`src/rtl/ethdma_pkg.sv`:
```
// Shared constants for the Ethernet DMA register block: bus width,
// word addresses and the configuration reset values.
// Assumes a word-addressed bus with one 32-bit word per address.
package ethdma_pkg;
    localparam int DATA_W   = 32;
    localparam int ADR_W    = 4;
    localparam int NUM_CFG  = 5;
    localparam int NUM_CHAN = 2;
    localparam int CNT_W    = 8;
    localparam int CNT_LSB  = 16;
    localparam int NIB_W    = 4;
    localparam int MASK_W   = NUM_CHAN * NIB_W;

    localparam int ADR_CHAN_BASE = 5;
    localparam int CHAN_STRIDE   = 3;
    localparam int ADR_MASK      = 11;
    localparam int ADR_PEND      = 12;

    // Reset value of configuration word i.
    function automatic logic [DATA_W-1:0] cfg_reset(input int i);
        case (i)
            0:       return 32'h8000_0000;
            1:       return 32'h0000_7000;
            2:       return 32'h4060_5060;
            3:       return 32'h00A1_F037;
            4:       return 32'h0000_0600;
            default: return '0;
        endcase
    endfunction

    // Bit position of the error flag in channel c's status word.
    function automatic int err_bit(input int c);
        return (c == 0) ? 1 : 2;
    endfunction
endpackage

```
`src/rtl/ethdma_cfgreg.sv`:
```
// One plain read/write configuration word with a parameterised reset value.
// Assumes the write enable has already been decoded from the address.
module ethdma_cfgreg #(
    parameter int              DATA_W  = 32,
    parameter logic [DATA_W-1:0] RST_VAL = '0
) (
    input  logic              clk,
    input  logic              rst_n,
    input  logic              wr_en,
    input  logic [DATA_W-1:0] wdata,
    output logic [DATA_W-1:0] q
);
    // Hold the word; load on write; return to the reset value on reset.
    always_ff @(posedge clk) begin
        if (!rst_n)     q <= RST_VAL;
        else if (wr_en) q <= wdata;
    end
endmodule

```
`src/rtl/ethdma_chan.sv`:
```
// Control, descriptor pointer and status state for one DMA direction.
// It counts completed frames and keeps sticky done and error flags. An
// error pulse turns the enable off. Events take priority over software
// writes in the same cycle. Assumes event inputs are single-cycle pulses.
module ethdma_chan #(
    parameter int DATA_W  = 32,
    parameter int CNT_W   = 8,
    parameter int CNT_LSB = 16,
    parameter int ERR_BIT = 1
) (
    input  logic              clk,
    input  logic              rst_n,
    input  logic              wr_ctl,
    input  logic              wr_desc,
    input  logic              wr_stat,
    input  logic [DATA_W-1:0] wdata,
    input  logic              done_i,
    input  logic              err_i,
    output logic [DATA_W-1:0] ctl_o,
    output logic [DATA_W-1:0] desc_o,
    output logic [DATA_W-1:0] stat_o,
    output logic              en_o
);
    localparam logic [CNT_W-1:0] CNT_MAX = '1;

    logic              en_q, flag_q, err_q;
    logic [DATA_W-1:0] desc_q;
    logic [CNT_W-1:0]  cnt_q, cnt_nx;
    logic              ack, err_clr, flag_nx, err_nx;

    assign ack     = wr_stat & wdata[0];
    assign err_clr = wr_stat & wdata[ERR_BIT];

    // Next count: the ack is floored at zero first, then the event adds one (saturating).
    always_comb begin
        unique case ({done_i, ack})
            2'b10:   cnt_nx = (cnt_q == CNT_MAX) ? cnt_q : cnt_q + 1'b1;
            2'b01:   cnt_nx = (cnt_q == '0) ? cnt_q : cnt_q - 1'b1;
            2'b11:   cnt_nx = (cnt_q == '0) ? CNT_W'(1) : cnt_q;
            default: cnt_nx = cnt_q;
        endcase
    end

    assign flag_nx = done_i | (flag_q & ~(ack & (cnt_nx == '0)));
    assign err_nx  = err_i | (err_q & ~err_clr);

    // Status state: frame count and sticky flags.
    always_ff @(posedge clk) begin
        if (!rst_n) begin
            cnt_q  <= '0;
            flag_q <= 1'b0;
            err_q  <= 1'b0;
        end else begin
            cnt_q  <= cnt_nx;
            flag_q <= flag_nx;
            err_q  <= err_nx;
        end
    end

    // Enable bit: an error turns it off, ahead of any software write.
    always_ff @(posedge clk) begin
        if (!rst_n)       en_q <= 1'b0;
        else if (err_i)   en_q <= 1'b0;
        else if (wr_ctl)  en_q <= wdata[0];
    end

    // Descriptor pointer, kept word aligned.
    always_ff @(posedge clk) begin
        if (!rst_n)       desc_q <= '0;
        else if (wr_desc) desc_q <= {wdata[DATA_W-1:2], 2'b00};
    end

    // Assemble the readable status word.
    always_comb begin
        stat_o                   = '0;
        stat_o[0]                = flag_q;
        stat_o[ERR_BIT]          = err_q;
        stat_o[CNT_LSB +: CNT_W] = cnt_q;
    end

    assign ctl_o  = {{(DATA_W-1){1'b0}}, en_q};
    assign desc_o = desc_q;
    assign en_o   = en_q;
endmodule

```
`src/rtl/ethdma_irq.sv`:
```
// Builds the masked pending vector from the per-channel status nibbles and
// registers the OR of that vector as the interrupt line.
// Assumes channel 0 takes the low nibble of the vector.
module ethdma_irq #(
    parameter int NUM_CHAN = 2,
    parameter int NIB_W    = 4,
    localparam int VEC_W   = NUM_CHAN * NIB_W
) (
    input  logic             clk,
    input  logic             rst_n,
    input  logic [VEC_W-1:0] nib_i,
    input  logic [VEC_W-1:0] mask_i,
    output logic [VEC_W-1:0] pend_o,
    output logic             irq_o
);
    assign pend_o = nib_i & mask_i;

    // Register the interrupt level one cycle behind the pending vector.
    always_ff @(posedge clk) begin
        if (!rst_n) irq_o <= 1'b0;
        else        irq_o <= |pend_o;
    end
endmodule

```
`src/rtl/ethdma_regs.sv`:
```
// Top of the Ethernet DMA register block. It decodes the word bus, holds the
// configuration words and the interrupt mask, places one channel block per
// direction, and returns read data for the selected word.
// Assumes a single-cycle write strobe and combinational reads.
module ethdma_regs
    import ethdma_pkg::*;
(
    input  logic              clk,
    input  logic              rst_n,
    input  logic [ADR_W-1:0]  bus_sel_i,
    input  logic              bus_wr_i,
    input  logic [DATA_W-1:0] bus_wdata_i,
    output logic [DATA_W-1:0] bus_rdata_o,
    input  logic              tx_done_i,
    input  logic              tx_underrun_i,
    input  logic              rx_done_i,
    input  logic              rx_overflow_i,
    output logic              tx_dma_en_o,
    output logic              rx_dma_en_o,
    output logic              irq_o
);
    logic [DATA_W-1:0] cfg_q  [NUM_CFG];
    logic [DATA_W-1:0] ctl_w  [NUM_CHAN];
    logic [DATA_W-1:0] desc_w [NUM_CHAN];
    logic [DATA_W-1:0] stat_w [NUM_CHAN];
    logic [NUM_CHAN-1:0] en_w, done_w, err_w;
    logic [MASK_W-1:0] mask_q, nib_w, pend_w;
    logic [DATA_W-1:0] tx_stat_w, rx_stat_w;

    assign done_w = {rx_done_i, tx_done_i};
    assign err_w  = {rx_overflow_i, tx_underrun_i};

    // Configuration words, one instance per word.
    for (genvar g = 0; g < NUM_CFG; g++) begin : g_cfg
        ethdma_cfgreg #(.DATA_W(DATA_W), .RST_VAL(cfg_reset(g))) u_cfg (
            .clk   (clk),
            .rst_n (rst_n),
            .wr_en (bus_wr_i && (bus_sel_i == ADR_W'(g))),
            .wdata (bus_wdata_i),
            .q     (cfg_q[g])
        );
    end

    // One channel per direction: 0 is transmit, 1 is receive.
    for (genvar c = 0; c < NUM_CHAN; c++) begin : g_chan
        localparam int BASE = ADR_CHAN_BASE + c * CHAN_STRIDE;
        ethdma_chan #(
            .DATA_W(DATA_W), .CNT_W(CNT_W), .CNT_LSB(CNT_LSB), .ERR_BIT(err_bit(c))
        ) u_chan (
            .clk     (clk),
            .rst_n   (rst_n),
            .wr_ctl  (bus_wr_i && (bus_sel_i == ADR_W'(BASE))),
            .wr_desc (bus_wr_i && (bus_sel_i == ADR_W'(BASE + 1))),
            .wr_stat (bus_wr_i && (bus_sel_i == ADR_W'(BASE + 2))),
            .wdata   (bus_wdata_i),
            .done_i  (done_w[c]),
            .err_i   (err_w[c]),
            .ctl_o   (ctl_w[c]),
            .desc_o  (desc_w[c]),
            .stat_o  (stat_w[c]),
            .en_o    (en_w[c])
        );
        assign nib_w[c*NIB_W +: NIB_W] = stat_w[c][NIB_W-1:0];
    end

    // Interrupt mask word.
    always_ff @(posedge clk) begin
        if (!rst_n) mask_q <= '0;
        else if (bus_wr_i && (bus_sel_i == ADR_W'(ADR_MASK))) mask_q <= bus_wdata_i[MASK_W-1:0];
    end

    ethdma_irq #(.NUM_CHAN(NUM_CHAN), .NIB_W(NIB_W)) u_irq (
        .clk    (clk),
        .rst_n  (rst_n),
        .nib_i  (nib_w),
        .mask_i (mask_q),
        .pend_o (pend_w),
        .irq_o  (irq_o)
    );

    // Read multiplexer; unmapped addresses read zero.
    always_comb begin
        bus_rdata_o = '0;
        for (int i = 0; i < NUM_CFG; i++)
            if (bus_sel_i == ADR_W'(i)) bus_rdata_o = cfg_q[i];
        for (int c = 0; c < NUM_CHAN; c++) begin
            if (bus_sel_i == ADR_W'(ADR_CHAN_BASE + c*CHAN_STRIDE))     bus_rdata_o = ctl_w[c];
            if (bus_sel_i == ADR_W'(ADR_CHAN_BASE + c*CHAN_STRIDE + 1)) bus_rdata_o = desc_w[c];
            if (bus_sel_i == ADR_W'(ADR_CHAN_BASE + c*CHAN_STRIDE + 2)) bus_rdata_o = stat_w[c];
        end
        if (bus_sel_i == ADR_W'(ADR_MASK)) bus_rdata_o = DATA_W'(mask_q);
        if (bus_sel_i == ADR_W'(ADR_PEND)) bus_rdata_o = DATA_W'(pend_w);
    end

    assign tx_dma_en_o = en_w[0];
    assign rx_dma_en_o = en_w[1];
    assign tx_stat_w   = stat_w[0];
    assign rx_stat_w   = stat_w[1];
endmodule

```
`config.mk`:
```
export PLATFORM = sky130hd
export DESIGN_NAME = ethdma_regs
export DESIGN_NICKNAME = d
export VERILOG_FILES = /design/src/rtl/ethdma_pkg.sv /design/src/rtl/ethdma_cfgreg.sv /design/src/rtl/ethdma_chan.sv /design/src/rtl/ethdma_irq.sv /design/src/rtl/ethdma_regs.sv
export SDC_FILE = /design/constraint.sdc
export NUM_CORES = 1
export LEC_CHECK = 0
export CAP_MARGIN = 20
export CORE_MARGIN = 5
export CORE_UTILIZATION = 60
export CTS_CLUSTER_SIZE = 28
export DETAILED_ROUTE_END_ITERATION = 8
export PLACE_DENSITY = 0.81
export SYNTH_ARGS = -nofsm -noshare
export SYNTH_HDL_FRONTEND = slang
export SYNTH_SLANG_ARGS = --single-unit
```
`constraint.sdc`:
```
create_clock -name clk -period 6.07 [get_ports clk]
set_clock_uncertainty 0.05 [all_clocks]
set_input_delay 1.214 -clock clk [delete_from_list [all_inputs] [get_ports clk]]
set_output_delay 1.214 -clock clk [all_outputs]
set_load 0.01 [all_outputs]
```
# Word-level counts from Yosys, hierarchy flattened
# Index checks and enable logic that the tools add are counted.
[classes]
addsub = 4
eq_ne = 20
muxes = 21
bitwise_logic = 20
n_reduce_logical = 20
[op_table]
columns = ["op", "count"]
rows = [
  ["32-bit two-way mux", 13],
  ["8-bit two-way mux", 6],
  ["8-bit case mux with 3 select lines", 2],
  ["8-bit zero test", 4],
  ["4-bit equality test (second input constant)", 5],
  ["8-bit by 1-bit adder with 8-bit output (second input constant)", 2],
  ["4-bit by 3-bit equality test with 1-bit output (second input constant)", 4],
  ["8-bit equality test (second input constant)", 2],
  ["8-bit by 1-bit subtractor with 8-bit output (second input constant)", 2],
  ["1-bit logical AND", 12],
  ["1-bit bitwise AND", 10],
  ["7-bit by 8-bit bitwise AND with 8-bit output", 1],
  ["2-bit equality test (second input constant)", 4],
  ["4-bit by 2-bit equality test with 1-bit output (second input constant)", 2],
  ["8-bit OR reduction", 1],
  ["1-bit inverter", 5],
  ["2-bit by 1-bit equality test with 1-bit output (second input constant)", 2],
  ["4-bit by 1-bit equality test with 1-bit output (second input constant)", 1],
  ["4-bit zero test", 1],
  ["1-bit OR", 4],
  ["2-bit OR reduction", 2],
]
[totals]
reg_bits = 251
inputBits = 43
output_inout_bits = 35

# Depth between registers and ports, before layout
# Gate-level depths: netlist (run 1).
[logic_depth]
depth_word = 14
ltp_mapped = 11
depth_no_buf = 10

# By module
# Synthesis (run 1) repeated with hierarchy kept, for this count alone.
[hier_totals]
cells_unflattened = 1640
area_unflattened_um2 = 15408.5
[modules_own_cells]
columns = ["module", "n_inst", "cells_per_inst", "area_per_inst_um2", "seq_area_each_um2"]
rows = [
  ["ethdma_regs", 1, 576, 4221.5, 160.2],
  ["ethdma_chan at g_chan[0].u_chan", 1, 274, 2483.6, 820.8],
  ["ethdma_chan at g_chan[1].u_chan", 1, 263, 2458.6, 820.8],
  ["ethdma_cfgreg at g_cfg[0].u_cfg", 1, 103, 1241.2, 640.6],
  ["ethdma_cfgreg at g_cfg[4].u_cfg", 1, 103, 1238.7, 640.6],
  ["ethdma_cfgreg at g_cfg[1].u_cfg", 1, 103, 1236.2, 640.6],
  ["ethdma_cfgreg at g_cfg[2].u_cfg", 1, 103, 1226.2, 640.6],
  ["ethdma_cfgreg at g_cfg[3].u_cfg", 1, 103, 1204.9, 640.6],
  ["ethdma_irq", 1, 12, 97.6, 20.0],
]

# Worst setup path before layout (run 1)
# No wires, ideal clock.
[synth_timing]
path_type = "input -> output"
from = "input port bus_sel_i[3]"
to = "output port bus_rdata_o[13]"
arrival_ns = 2.685
t_required_ns = 4.806
slack_ns = 2.121
path_stages = 8
path_buffers = 4
path_cell_list = "buf_2 nor2_1 and3_1 clkbuf_1 buf_2 clkbuf_1 a22oi_1 nand3_1"
[synth_between]
elab_chain_len = 14
[synth_rtl]
columns = ["element", "line_no", "source"]
rows = [
  ["from (decl)", "ethdma_regs.sv:10", "input logic [ADR_W-1:0] bus_sel_i,"],
  ["4-bit zero test", "ethdma_regs.sv:85", "if (bus_sel_i == ADR_W'(i)) bus_rdata_o = cfg_q[i];"],
  ["32-bit two-way mux (5 in a row)", "ethdma_regs.sv:85", ""],
  ["32-bit two-way mux", "ethdma_regs.sv:87", "if (bus_sel_i == ADR_W'(ADR_CHAN_BASE + c*CHAN_STRIDE)) bus_rdata_o = ctl_w[c];"],
  ["32-bit two-way mux", "ethdma_regs.sv:88", "if (bus_sel_i == ADR_W'(ADR_CHAN_BASE + c*CHAN_STRIDE + 1)) bus_rdata_o = desc_w[c];"],
  ["32-bit two-way mux", "ethdma_regs.sv:89", "if (bus_sel_i == ADR_W'(ADR_CHAN_BASE + c*CHAN_STRIDE + 2)) bus_rdata_o = stat_w[c];"],
  ["32-bit two-way mux", "ethdma_regs.sv:87", ""],
  ["32-bit two-way mux", "ethdma_regs.sv:88", ""],
  ["32-bit two-way mux", "ethdma_regs.sv:89", ""],
  ["32-bit two-way mux", "ethdma_regs.sv:91", "if (bus_sel_i == ADR_W'(ADR_MASK)) bus_rdata_o = DATA_W'(mask_q);"],
  ["32-bit two-way mux (*)", "ethdma_regs.sv:92", "if (bus_sel_i == ADR_W'(ADR_PEND)) bus_rdata_o = DATA_W'(pend_w);"],
  ["to (decl)", "ethdma_regs.sv:13", "output logic [DATA_W-1:0] bus_rdata_o,"],
]
# Every way passes the cells marked *; elsewhere a longest branch is shown, timed or not.

# Worst setup path in the final report (run 1)
[layout_timing]
from = "input port bus_sel_i[2]"
to = "output port bus_rdata_o[16]"
# The elaborated chain is that of the path after synthesis.

==> results.toml, run 1 <==
[yosys]
netlist.area_leader.share_pct = 43.3
syn_avg_cell_area_sq_um = 7.46
synth_edf_count = 0
synth_top_cell_by_area = "dfxtp_1"
yosysMostFrequentCell = "nand2_1"
synth-main-ff-cell = "dfxtp_1"
synthArstFlopShare_pct = 0
yosysSeqAreaShare_pct = 43.3
syn_nets = 1606
netlist_top_cells_area = "dfxtp_1 (43%), nand2_1 (17%), a21oi_1 (9.4%), a22oi_1 (4.5%), mux2i_1 (3.8%)"
yosys_register_bits = 251
netlist_instances = 1555
synth_cell_types = 73
syn_area_sq_um = 11600
synth_common_cells = "nand2_1 (526), dfxtp_1 (251), a21oi_1 (218)"
synth_warnings = 0

[critical_path]
r2r_start = "g_chan[1].u_chan.cnt_q[0]"
cp_data_arrival_time_ns = 4.05
worstSetupPathDepth = 7
path_cells = "clkdlybuf4s50_1 -> nand2b_1 -> and2b_1 -> buf_4 -> a22oi_1 -> nand4_1 -> clkdlybuf4s50_1"
critPathRequiredTime_ns = 4.81
slowest_stage = "clkdlybuf4s50_1"
crit_path_end_kind = "output port"
reg2reg_to = "g_chan[1].u_chan.flag_q"
crit_family = "buffers and inverters"
worst-path-max-fanout = 21
critPathBufInv = 3
max_stage_delay_ns = 0.69
crit_type = "in2out"
worst_r2r_path_depth = 9
cp_common_cell = "clkdlybuf4s50_1"
r2r_slack_ns = 3.29
crit_start = "bus_sel_i[2]"
cp-start-kind = "input port"

[power_and_ir_drop]
peakVddDrop_uv = 291
power_leakage_nw = 4.60
power_density_nw_per_um2 = 279

[global_route]
grt_pass1_wl_mm = 56.5
grt_max_degree = 129
gr-total-overflow = 0
grt_pass1_vias = 10810
grt_usage_pct = 31.0
antenna_found_initial = 1

[clock_tree]
cts_resized = 0
cts_tree = "done"
cts.reportedPaths.clkPinSlew_ns = 0.06
cts-root-buf = "clkbuf_16"
numCtsBuffers = 26
clk_path_buf_depth = 3
htreeDepth = 1
clk_latency_ns = 0.53
cts_hold_buf = 0
cts_setup_buffers = 0
clkSinkCount = 251

[routing]
via_per_inst = 6.25
detail_route.first_pass.iterations = 5
num_vias = 11434
drcViolationCount = 0
drt-total-wl_mm = 35.2
drtIter0Drc = 1077
ant_nets = 0
routedWlPerCell_microns = 19.3

[final_layout]
n_antenna_cell = 0
fill_cells = 1566
fin_cells = 1828
nets = 1602
syn_to_final_growth_pct = 14.1
layout-drive-gt1-share_pct = 5.87
fin_area_sq_um = 13200

[sta]
hold_viol_final = 0
fin_crit_sh_pct = 87.6
drv_slew = 0
finalSetupTns_ns = 0
finalCriticalPeriod_ns = 5.32
rsz0062_at_grt = "false"
slew_headroom_pct = 34.0
tightest_slew_ns = 0.990
finalSetupViolCount = 0
fmax_mhz = 188

[floorplanning]
coreArea_sq_um = 18900
dieArea_sq_um = 22200
pin_count = 78
die_h_microns = 149
rows = 50
start_util_pct = 61.4
die_x_microns = 149

[worst_hold_path]
min_to = "g_cfg[0].u_cfg.q[23]"
hold_depth = 2
min_from = "g_cfg[0].u_cfg.q[23]"
hold_path.class = "reg2reg"

[placement]
place_area_sq_um = 12300
gp_congestion = 0.899
port_buffers = 77
dp.cells = 1783
dp_hpwl_mm = 21.6

[run_status]
outcome = "completed"

[run]
maxCapViolCount = 0
==> cells in the final DEF, fill, tap and decap left out, drive strengths merged, types with 4 or more instances in the layout <==
cell / count
a211oi: 8
a21oi: 218
a22oi: 69
a311oi: 4
a31oi: 7
a32oi: 4
and2: 15
and3: 10
buf: 27
clkbuf: 38
clkdlybuf4s50: 75
dfxtp: 251
ha: 8
inv: 18
mux2i: 44
nand2: 526
nand3: 57
nand4: 14
nor2: 34
nor3: 15
nor3b: 4
nor4: 5
o21ai: 48
o32ai: 4
or3: 6
==> how the worst max path moves through the flow <==
stage,slack (ns),to
6_report,0.75,bus_rdata_o[16]
5_1_grt,0.70,bus_rdata_o[16]
4_1_cts,0.84,bus_rdata_o[16]
3_5_place_dp,0.83,bus_rdata_o[16]
3_3_place_gp,0.95,bus_rdata_o[16]
2_1_floorplan,2.12,bus_rdata_o[13]
==> flip-flops by register name, summed over array words and instances (netlist names) <==
signal	count
g_chan.u_chan.cnt_q	16
g_chan.u_chan.flag_q	2
g_chan.u_chan.desc_o	60
mask_q	8
g_cfg.u_cfg.q	160
u_irq.irq_o	1
g_chan.u_chan.en_o	2
g_chan.u_chan.err_q	2
==> final cells by class <==
class / count / area, sq um / area share [%]
timing repair buffer: 102 / 948 / 7.17
clock inverter: 7 / 116 / 0.879
tap: 260 / 325 / 2.46
multi-input combinational: 1153 / 5960 / 45.1
clock buffer: 38 / 787 / 5.95
sequential: 251 / 5020 / 38.0
inverter: 17 / 68.8 / 0.520
==> metal layers <==
layer | wire length (microns) | track usage [%]
met1 | 14400 | 42.0
met2 | 16500 | 51.3
met3 | 3440 | 4.77
met4 | 910 | 9.47
met5 | 13 | 0
==> cell families (layout without fill, tap and decap cells) <==
logic type	Yosys count	in the layout	share of synthesized area, %
compound gates	394	394	20.1
buf+inv	151	164	5.46
simple gates	701	701	25.8
xor+xnor	4	4	0.302
fa+ha+maj	8	8	0.863
mux	46	46	4.19
flops	251	251	43.3
==> through the flow <==
step / hold slack (ns) / total power [mW] / utilization [%] / setup slack [ns]
3_3_place_gp: 0.391 / 2.03 / 65.3 / 0.948
5_1_grt: 0.419 / 3.80 / 70.0 / 0.701
3_5_place_dp: 0.396 / 2.04 / 65.3 / 0.835
6_report: 0.403 / 3.69 / 70.0 / 0.755
2_1_floorplan: 0.383 / 1.92 / - / 2.12
4_1_cts: 0.405 / 3.69 / 70.0 / 0.844
==> worst min-delay path: stages (launching register included) <==
cell and delay (ns):
dfxtp_1 0.31, nand2_1 0.05, a21oi_1 0.05
==> power by group <==
part	total [mW]	internal (mW)	switching (mW)
clock	1.68	1.02	0.661
sequential	1.70	1.67	0.0272
combinational	0.308	0.108	0.200
Power figures use the tool's default switching activity.
==> inputs of run 2 (changes only) <==
- ABC_AREA: default -> 1
- CTS_CLUSTER_SIZE: 28 -> 14
==> run 2 against run 1 <==
Die area is 0.58% higher. Global-route usage shrank 1.8 points. Sequential cell count unchanged. Worst setup slack better by 0.049 ns. Utilization decreased by 0.99 points. Count of clock-buffer cells in the layout grew 4. Register-to-register slack improved by 0.43 ns.
==> results.toml, run 2 <==
[run_status]
outcome = "completed"

[routing]
via_per_inst = 5.80
drtIter0Drc = 886
routedWlPerCell_microns = 17.0
detail_route.first_pass.iterations = 5
drcViolationCount = 0
drt-total-wl_mm = 33.5
num_vias = 11393
ant_nets = 0

[yosys]
synth_warnings = 0
syn_nets = 1714
synth_top_cell_by_area = "dfxtp_1"
syn_area_sq_um = 11700
synthArstFlopShare_pct = 0
yosys_register_bits = 251
synth_fa_ha_area_share_pct = 0.858
synth_cell_types = 37
netlist_top_cells_area = "dfxtp_1 (43%), o21ai_0 (10%), nand2_1 (8.1%), a21oi_1 (7.8%), inv_1 (6.2%)"
yosysMostFrequentCell = "nand2_1"
synth-main-ff-cell = "dfxtp_1"
netlist.area_leader.share_pct = 43.0
synth_edf_count = 0
synth_common_cells = "nand2_1 (252), dfxtp_1 (251), o21ai_0 (238)"
syn_avg_cell_area_sq_um = 7.02
synth-compound-area-share_pct = 24.8
yosysSeqAreaShare_pct = 43.0
synthMuxAreaShare_pct = 0
synth-simple-area-share_pct = 20.6
synth-xor-area-share_pct = 0.450
synth_top_family_by_area = "compound AO/OA/AOI/OAI gates"
netlist_instances = 1663

[critical_path]
r2r_start = "g_chan[1].u_chan.cnt_q[0]"
reg2reg_to = "g_chan[1].u_chan.flag_q"
cp-start-kind = "input port"
slowest_stage = "clkdlybuf4s50_1"
crit_family = "buffers and inverters"
r2r_slack_ns = 3.72
critPathRequiredTime_ns = 4.81
crit_path_end_kind = "output port"
max_stage_delay_ns = 0.57
crit_type = "in2out"
critPathBufInv = 5
worst-path-max-fanout = 29
path_cells = "clkdlybuf4s50_1 -> inv_1 -> nand2_2 -> inv_1 -> nand2_2 -> buf_4 -> nor2_1 -> a221oi_1 -> o211ai_1 -> o21ai_0 -> o221ai_1 -> clkdlybuf4s50_1"
cp_data_arrival_time_ns = 4.00
worst_r2r_path_depth = 13

[power_and_ir_drop]
p_sw_share_pct = 25.0
power_switching_mw = 0.890
finalPower_mw = 3.56
power_density_nw_per_um2 = 267
power_leakage_nw = 5.22
p_clk_share_pct = 42.8
power.internal_mw = 2.67
peakVddDrop_uv = 224
combPwrFrac_pct = 9.4
power_frac_seq_pct = 47.8

[final_layout]
final_common_cell = "nand2_1"
n_antenna_cell = 0
nets = 1734
largest_reg_flops = 160
fill_cells = 1661
largest_register = "g_cfg.u_cfg.q"
most-common-layout-cells = "nand2_1 (252), dfxtp_1 (251), o21ai_0 (238)"
seqCellArea_sq_um = 5020
syn_to_final_growth_pct = 14.4
layout-drive-gt1-share_pct = 5.23
multi_input_area_sq_um = 5450

[floorplanning]
dieArea_sq_um = 22300
die_x_microns = 149
coreArea_sq_um = 19300
die_h_microns = 149
pin_count = 78
start_util_pct = 60.4
rows = 51

[worst_hold_path]
hold_depth = 2
min_to = "g_chan[0].u_chan.desc_o[21]"
hold_path.class = "reg2reg"
min_from = "g_chan[0].u_chan.desc_o[21]"

[clock_tree]
clk_latency_ns = 0.54
clkSinkCount = 251
cts.reportedPaths.clkPinSlew_ns = 0.06
cts_resized = 0
numCtsBuffers = 27
cts_hold_buf = 0
cts_setup_buffers = 0
cts-root-buf = "clkbuf_16"
cts_tree = "done"
clk_path_buf_depth = 3
htreeDepth = 1

[sta]
finalCriticalPeriod_ns = 5.27
finalSetupViolCount = 0
fin_crit_sh_pct = 86.8
finalSetupTns_ns = 0
slew_headroom_pct = 27.2
tightest_slew_ns = 1.09
fmax_mhz = 190
hold_viol_final = 0
drv_slew = 0
rsz0062_at_grt = "false"
fin_ws_ns = 0.804

[global_route]
grt_max_degree = 114
grt.met3_usage_pct = 3.57
grt_usage_pct = 29.2
grt_pass1_vias = 10434
globalRoute.busiestLayer = "met2"
grt_pass1_wl_mm = 53.4
use_met2_pct = 53.0
grt.met1_usage_pct = 36.2
gr-total-overflow = 0
antenna_found_initial = 0

[placement]
dp_slack_ns = 0.816
gp_congestion = 0.930
port_buffers = 77
dp_hpwl_mm = 21.7

[run]
maxCapViolCount = 0
==> run 2: changes by cell type after synthesis, sizes merged, moves of 17 or more <==
| cell | change |
|---|---|
| a22oi | -67 |
| o211ai | +30 |
| o21ai | +202 |
| nand2 | -268 |
| a21oi | -36 |
| nor2 | +145 |
| inv | +190 |
| clkbuf | -17 |
| o221ai | +35 |
| nand3 | +48 |
| mux2i | -44 |
==> run 2: cells by family (layout without fill, tap and decap cells) <==
kind of cell | count (synthesis) | count (layout)
adders and majority gates | 8 | 8
xor gates and xnor gates | 6 | 6
buffers and inverters | 312 | 350
AOI/OAI and AO/OA | 523 | 523
and+or+nand+nor | 563 | 563
DFF | 251 | 251
==> run 2: area by class of cell <==
class | instances | share of cell area (%)
Timing Repair Buffer | 96 | 7.22
Multi-Input combinational cell | 1100 | 40.8
Clock buffer | 42 | 5.71
Sequential cell | 251 | 37.6
Tap cell | 265 | 2.48
Clock inverter | 5 | 0.356
Inverter | 207 | 5.82
==> run 2: worst max-delay path by stage <==
stage | start | end | slack, ns | cells past startpoint
2_1_floorplan | bus_sel_i[0] | bus_rdata_o[31] | 2.47 | 10
3_3_place_gp | bus_sel_i[1] | bus_rdata_o[11] | 0.87 | 9
3_5_place_dp | bus_sel_i[0] | bus_rdata_o[31] | 0.82 | 12
4_1_cts | bus_sel_i[0] | bus_rdata_o[31] | 0.82 | 12
5_1_grt | bus_sel_i[0] | bus_rdata_o[31] | 0.60 | 12
6_report | bus_sel_i[0] | bus_rdata_o[31] | 0.80 | 12
==> run 2: per-stage QoR <==
step	std cells	util (%)	hold WS [ns]	area, sq um
floorplan	1663	-	0.374	11700
global placement	1917	64.6	0.384	12500
detailed placement	1919	64.9	0.387	12500
CTS	1966	69.1	0.399	13400
global route	1966	69.1	0.423	13400
finish	1966	69.1	0.399	13400
==> run 2: power groups by stage <==
stage | logic [mW] | registers, mW | clock network [mW]
finish | 0.335 | 1.70 | 1.52
global route | 0.368 | 1.71 | 1.61
CTS | 0.332 | 1.70 | 1.53
detailed placement | 0.330 | 1.74 | 0
global placement | 0.324 | 1.74 | 0
floorplan | 0.193 | 1.73 | 0
==> run 2: layer usage <==
metal	wire length [microns]	share of wire (%)
met3	2210	6.6
met4	985	2.9
met5	0	0
met1	13500	40
met2	16700	50
==> run 2: worst register-to-register path: stages (launching register included) <==
cell and delay, ns:
dfxtp_1 0.38, inv_1 0.30, ha_1 0.21, nand2_1 0.05, nor2_1 0.19, inv_2 0.13, ha_1 0.29, inv_1 0.04
nand3_1 0.07, nand4_1 0.12, nor3_1 0.18, nand3_1 0.09, nand2_1 0.08, a21oi_1 0.06
